[config.mk]
export PLATFORM = sky130hd
export DESIGN_NAME = cclk_gen
export DESIGN_NICKNAME = d
export VERILOG_FILES = /design/src/rtl/cclk_pkg.sv /design/src/rtl/cclk_regs.sv /design/src/rtl/cclk_stage1.sv /design/src/rtl/cclk_div2.sv /design/src/rtl/cclk_gen.sv
export SDC_FILE = /design/constraint.sdc
export NUM_CORES = 1
export LEC_CHECK = 0
export BUFFER_PORTS_ARGS = -buffer_cell sky130_fd_sc_hd__buf_2
export CAP_MARGIN = 15
export CORE_AREA = 2 2 112 157
export DETAILED_ROUTE_END_ITERATION = 7
export DIE_AREA = 0 0 114 159
export GPL_ROUTABILITY_DRIVEN = 0
export PLACE_DENSITY_LB_ADDON = 0.05
export SLEW_MARGIN = 20
export SYNTH_ARGS = -nofsm -noshare
export SYNTH_HDL_FRONTEND = slang
export SYNTH_HIERARCHICAL = 1
export SYNTH_SLANG_ARGS = --single-unit
export TNS_END_PERCENT = 10
[constraint.sdc]
create_clock -name clk -period 4.6 [get_ports clk]
set_clock_uncertainty 0.2 [all_clocks]
set_input_delay 0.23 -clock clk [delete_from_list [all_inputs] [get_ports clk]]
set_output_delay 0.23 -clock clk [all_outputs]
set_load 0.05 [all_outputs]
[src/rtl/cclk_pkg.sv]
package cclk_pkg;
  localparam int ADDR_W        = 3;
  localparam int CMD_START_BIT = 31;
  localparam int CMD_UPD_BIT   = 21;
  localparam int GATE_LP_LSB   = 16;

  typedef enum logic [ADDR_W-1:0] {
    A_STAGE1 = 3'd0,
    A_DIVS   = 3'd1,
    A_SRCSEL = 3'd2,
    A_GATE   = 3'd3,
    A_CMD    = 3'd4,
    A_STATUS = 3'd5
  } reg_addr_e;
endpackage

[src/rtl/cclk_regs.sv]
module cclk_regs
  import cclk_pkg::*;
#(
  parameter int PW    = 4,
  parameter int DIVW  = 8,
  parameter int NDIV  = 4,
  parameter int SLOTS = 2,
  parameter int SELW  = 2,
  parameter int DW    = 32
) (
  input  logic                   clk,
  input  logic                   rst,
  input  logic                   wr_en,
  input  logic [ADDR_W-1:0]      wr_addr,
  input  logic [DW-1:0]          wr_data,
  input  logic                   safe,
  output logic [PW-1:0]          p_live,
  output logic [PW-1:0]          h_live,
  output logic                   inv_live,
  output logic [NDIV*DIVW-1:0]   m_live,
  output logic [SLOTS*SELW-1:0]  src_live,
  output logic [SLOTS-1:0]       en_live,
  output logic [SLOTS-1:0]       lp_live,
  output logic                   busy,
  output logic                   hle,
  output logic                   commit
);
  localparam int INV_BIT = 2 * PW;

  logic [PW-1:0]         p_stg, h_stg;
  logic                  inv_stg;
  logic [NDIV*DIVW-1:0]  m_stg;
  logic [SLOTS*SELW-1:0] src_stg;
  logic [SLOTS-1:0]      en_stg, lp_stg;
  logic                  pend, done;

  assign commit = pend & safe;

  always_ff @(posedge clk) begin
    if (rst) begin
      p_stg <= PW'(1); h_stg <= '0; inv_stg <= 1'b0;
      m_stg <= '0; src_stg <= '0; en_stg <= '0; lp_stg <= '0;
      p_live <= PW'(1); h_live <= '0; inv_live <= 1'b0;
      m_live <= '0; src_live <= '0; en_live <= '0; lp_live <= '0;
      busy <= 1'b0; pend <= 1'b0; done <= 1'b0; hle <= 1'b0;
    end else begin
      done <= commit;
      if (done) busy <= 1'b0;
      if (commit) begin
        pend     <= 1'b0;
        p_live   <= p_stg;
        h_live   <= h_stg;
        inv_live <= inv_stg;
        m_live   <= m_stg;
        src_live <= src_stg;
        en_live  <= en_stg;
        lp_live  <= lp_stg;
      end
      if (wr_en) begin
        case (wr_addr)
          A_STAGE1: begin
            p_stg   <= wr_data[PW-1:0];
            h_stg   <= wr_data[PW +: PW];
            inv_stg <= wr_data[INV_BIT];
          end
          A_DIVS:   m_stg   <= wr_data[NDIV*DIVW-1:0];
          A_SRCSEL: src_stg <= wr_data[SLOTS*SELW-1:0];
          A_GATE: begin
            en_stg <= wr_data[SLOTS-1:0];
            lp_stg <= wr_data[GATE_LP_LSB +: SLOTS];
          end
          A_CMD: begin
            if (wr_data[CMD_START_BIT]) begin
              if (busy) hle <= 1'b1;
              else if (wr_data[CMD_UPD_BIT]) begin
                busy <= 1'b1;
                pend <= 1'b1;
              end
            end
          end
          A_STATUS: if (wr_data[0]) hle <= 1'b0;
          default: ;
        endcase
      end
    end
  end
endmodule

[src/rtl/cclk_stage1.sv]
module cclk_stage1 #(
  parameter int PW = 4
) (
  input  logic          clk,
  input  logic          rst,
  input  logic [PW-1:0] p,
  input  logic [PW-1:0] h,
  output logic          lvl,
  output logic          wrap
);
  logic [PW-1:0] cnt;
  logic [PW-1:0] p_eff;

  assign p_eff = (p == '0) ? PW'(1) : p;
  assign wrap  = (cnt >= p_eff);
  assign lvl   = (cnt <= h) && !wrap;

  always_ff @(posedge clk) begin
    if (rst || wrap) cnt <= '0;
    else             cnt <= cnt + PW'(1);
  end
endmodule

[src/rtl/cclk_div2.sv]
module cclk_div2 #(
  parameter int DIVW = 8
) (
  input  logic            clk,
  input  logic            rst,
  input  logic            clr,
  input  logic            adv,
  input  logic [DIVW-1:0] m,
  input  logic            s1,
  output logic            lvl_o
);
  logic [DIVW-1:0] mcnt;
  logic            dlvl;

  assign lvl_o = (m == '0) ? s1 : dlvl;

  always_ff @(posedge clk) begin
    if (rst || clr) begin
      mcnt <= '0;
      dlvl <= 1'b0;
    end else if (adv && m != '0) begin
      if (mcnt >= m - DIVW'(1)) begin
        mcnt <= '0;
        dlvl <= ~dlvl;
      end else begin
        mcnt <= mcnt + DIVW'(1);
      end
    end
  end
endmodule

[src/rtl/cclk_gen.sv]
module cclk_gen
  import cclk_pkg::*;
#(
  parameter int PW    = 4,
  parameter int DIVW  = 8,
  parameter int NDIV  = 4,
  parameter int SLOTS = 2,
  parameter int DW    = 32
) (
  input  logic              clk,
  input  logic              rst,
  input  logic              wr_en,
  input  logic [ADDR_W-1:0] wr_addr,
  input  logic [DW-1:0]     wr_data,
  input  logic              ctrl_idle,
  output logic [SLOTS-1:0]  cclk_o,
  output logic              cmd_busy_o,
  output logic              hle_o
);
  localparam int SELW = (NDIV > 1) ? $clog2(NDIV) : 1;

  logic [PW-1:0]         p_live, h_live;
  logic                  inv_live;
  logic [NDIV*DIVW-1:0]  m_live;
  logic [SLOTS*SELW-1:0] src_live;
  logic [SLOTS-1:0]      en_live, lp_live;
  logic                  commit, safe, s1_lvl, wrap;
  logic [NDIV-1:0]       div_lvl;
  logic [SLOTS-1:0]      slot_lvl, gate_on, raw_q, cclk_q;

  cclk_regs #(.PW(PW), .DIVW(DIVW), .NDIV(NDIV), .SLOTS(SLOTS),
              .SELW(SELW), .DW(DW)) u_regs (
    .clk(clk), .rst(rst), .wr_en(wr_en), .wr_addr(wr_addr),
    .wr_data(wr_data), .safe(safe), .p_live(p_live), .h_live(h_live),
    .inv_live(inv_live), .m_live(m_live), .src_live(src_live),
    .en_live(en_live), .lp_live(lp_live), .busy(cmd_busy_o),
    .hle(hle_o), .commit(commit)
  );

  cclk_stage1 #(.PW(PW)) u_stage1 (
    .clk(clk), .rst(rst), .p(p_live), .h(h_live), .lvl(s1_lvl), .wrap(wrap)
  );

  for (genvar k = 0; k < NDIV; k++) begin : g_div
    cclk_div2 #(.DIVW(DIVW)) u_div (
      .clk(clk), .rst(rst), .clr(commit), .adv(wrap),
      .m(m_live[k*DIVW +: DIVW]), .s1(s1_lvl), .lvl_o(div_lvl[k])
    );
  end

  always_comb begin
    for (int s = 0; s < SLOTS; s++) begin
      slot_lvl[s] = div_lvl[src_live[s*SELW +: SELW]];
      gate_on[s]  = en_live[s] & ~(lp_live[s] & ctrl_idle);
    end
  end

  // commit only at end of a stage-1 period with every enabled slot low
  assign safe = wrap & ~|(en_live & slot_lvl);

  always_ff @(posedge clk) begin
    if (rst) begin
      raw_q  <= '0;
      cclk_q <= '0;
    end else begin
      raw_q  <= gate_on & slot_lvl;
      cclk_q <= gate_on & (slot_lvl ^ {SLOTS{inv_live}});
    end
  end

  assign cclk_o = cclk_q;
endmodule

==> qor.yml <==
clock_network:
  clk-insertion-delay-late_ns: 0.43
  cts_buffers: 17
  clk_pin_slew_worst_paths_ns: 0.06
  cts_tree: "yes"
  clockRootBuffer: "clkbuf_16"
  cts_resized: 0
  ctsHoldBuffers: 33
  post_cts_buffers: 0
  cts_buffer_depth: 2
  htree_levels: 4
  cts_sinks: 144
timing:
  fin_crit_sh_pct: 79.4
  relSlewSlack_pct: 42.7
  setup_tns_ns: 0
  finalSetupViolations: 0
  worst_pin_slew_ns: 0.860
  hold_ws_ns: 0.0465
  hold_violations: 0
  min_period_ns: 3.65
  slew_violations: 0
  rsz0062_at_grt: "no"
  fmax_mhz: 274
power:
  leakagePower_nw: 3.28
  ir_worst_vdd_v: 0.000297
  p_per_area_nw_per_um2: 379
route:
  drt_iter0_markers: 311
  totalWireLength_mm: 17.0
  vias: 6263
  dr.pass1.iters: 4
  drc: 0
  routed_via_density: 5.38
  wire_per_inst_microns: 14.6
  drtAntennaViolNets: 0
synth:
  synthSimpleGateAreaFrac_pct: 26.0
  ys_async_sr_fraction_pct: 0
  synth-compound-area-share_pct: 15.4
  synth_ff_type: "dfxtp_1"
  synth_area_sq_um: 7420
  yosysUniqueCellTypes: 56
  synth_top_family_by_area: "simple AND/OR/NAND/NOR gates"
  seq_area_frac_synth_pct: 38.9
  syn_nets: 991
  ys_ff_latch: 144
  avgSynthCellArea_sq_um: 8.25
  synth_enable_flop_cells: 0
  synthXorXnorAreaFrac_pct: 3.31
  synth_mux_area_share_pct: 2.75
  synth_cells: 899
  synth-adder-area-share_pct: 8.94
  synth-warning-count: 6
final_layout:
  syn2layout_area_growth_pct: 16.4
  fin_nets: 1041
  design_area_sq_um: 8630
  final_common_cell: "nand2_1"
  antenna_cells: 0
  drive_above_1_share_pct: 11.7
  fin_util_pct: 51.8
  final_cell_mix: "nand2_1, dfxtp_1, a21oi_1"
  fin_cells: 1165
global_routing:
  grt_pass1_vias: 6056
  grt_pass1_wl_mm: 28.9
  antenna_found_initial: 0
  grt-ovfl-total: 0
  grt_max_degree: 110
  grt_use_total_pct: 19.6
setup_path:
  critPathBufInv: 3
  critPathSlowestCell: "mux4_2"
  cp-end-kind: "flip-flop"
  crit_chain: "inv_1, a31o_2, ha_1, nand2b_4, a21o_4, a221oi_2, mux2_2, mux4_2, a21oi_1, nand2_1, inv_2, buf_4, nand2_1, a21oi_1"
  cp_top_family: "compound AO/OA/AOI/OAI gates"
  cp.arrival_ns: 3.79
  slowest_delay_ns: 0.50
  critical_path_required_ns: 4.74
  critical_path_class: "reg2reg"
  startpoint_type: "flip-flop"
  cp_max_fo: 28
floorplan:
  io_pins: 43
  die_width_microns: 114
  die_area_sq_um: 18100
  rows: 56
  coreArea_sq_um: 16700
  start_util_pct: 44.5
  die_h_microns: 159
placement:
  dp_hpwl_mm: 11.8
  placed_area_sq_um: 7660
  dp.cells: 1100
  port-buffer-count: 42
outcome:
  outcome: "complete, no violations"
hold_path:
  hold_class: "in2reg"
job:
  cap_violations: 0
## report_power, final
part | leakage (nW) | switching, mW | internal (mW)
sequential | 1.16 | 0.0387 | 1.28
combinational | 1.81 | 0.254 | 0.227
clock | 0.302 | 0.523 | 0.948
## final timing paths
kind,start,endpoint,slack [ns],cells past startpoint
min reg2reg,u_regs/m_stg[29]$_SDFFE_PP0P_,u_regs/m_live[29]$_SDFFE_PP0P_,0.25,2
max,u_regs/p_live[2]$_SDFFE_PP0P_,u_regs/m_live[0]$_SDFFE_PP0P_,0.95,14
min,wr_addr[1],u_regs/hle$_SDFFE_PP0P_,0.05,3
max reg2reg,u_regs/p_live[2]$_SDFFE_PP0P_,u_regs/m_live[0]$_SDFFE_PP0P_,0.95,14
## per-layer routing
| metal | routed length [microns] | up-vias | track usage (%) |
|---|---|---|---|
| li1 | - | 3227 | - |
| met1 | 7400 | 2923 | 23.4 |
| met2 | 8910 | 91 | 34.9 |
| met3 | 422 | 22 | 3.58 |
| met4 | 277 | 0 | 6.60 |
| met5 | 0 | - | 0 |
## worst reg2reg max path, cell delays in order, from the launching register on
cell and delay [ns]:
dfxtp_1 0.33, inv_1 0.06, a31o_2 0.24, ha_1 0.26, nand2b_4 0.11, a21o_4 0.14
a221oi_2 0.10, mux2_2 0.31, mux4_2 0.50, a21oi_1 0.20, nand2_1 0.10, inv_2 0.35
buf_4 0.40, nand2_1 0.12, a21oi_1 0.15
## flip-flops by register name, summed over array words and instances (netlist names), 2 cells and up
register,cells
u_regs/p_stg,4
u_stage1/cnt,4
u_regs/m_stg,32
u_regs/lp_stg,2
u_regs/src_stg,4
u_regs/en_stg,2
u_regs/h_live,4
g_div.u_div/mcnt,32
u_regs/src_live,4
u_regs/m_live,32
u_regs/en_live,2
cclk_o,2
g_div.u_div/dlvl,4
u_regs/p_live,4
u_regs/lp_live,2
u_regs/h_stg,4
## cells by family after synthesis
logic type,count (synthesis)
simple gates,398
xor+xnor,28
compound gates,184
flops,144
mux,17
buf+inv,75
fa+ha+maj,53
## cell usage after synthesis (13+ instances only)
cell type,number,area [sq um]
dfxtp_1,144,2880
inv_1,27,101
nand2_1,232,871
o21ai_0,13,65.1
xor2_1,13,114
a21oi_1,122,611
nor2_1,29,109
clkbuf_1,22,82.6
xnor2_1,15,131
a31oi_1,17,106
nand3_1,38,190
ha_1,53,663
## cell type report
cell class,instances,area [sq um]
well taps,203,254
clock buffers,22,474
inverters,28,105
repair buffers,78,569
clock inverters,10,158
fillers,1604,8040
flip-flops and latches,144,2880
multi-input cells,680,4190
## through the flow
step,setup WS (ns),power (mW)
after detailed placement,0.940,1.81
after CTS,0.892,3.31
final,0.950,3.27
after global placement,1.09,1.78
after global routing,0.613,3.43
after floorplan,1.14,1.69
No activity file was read; power rests on OpenSTA's default activity.
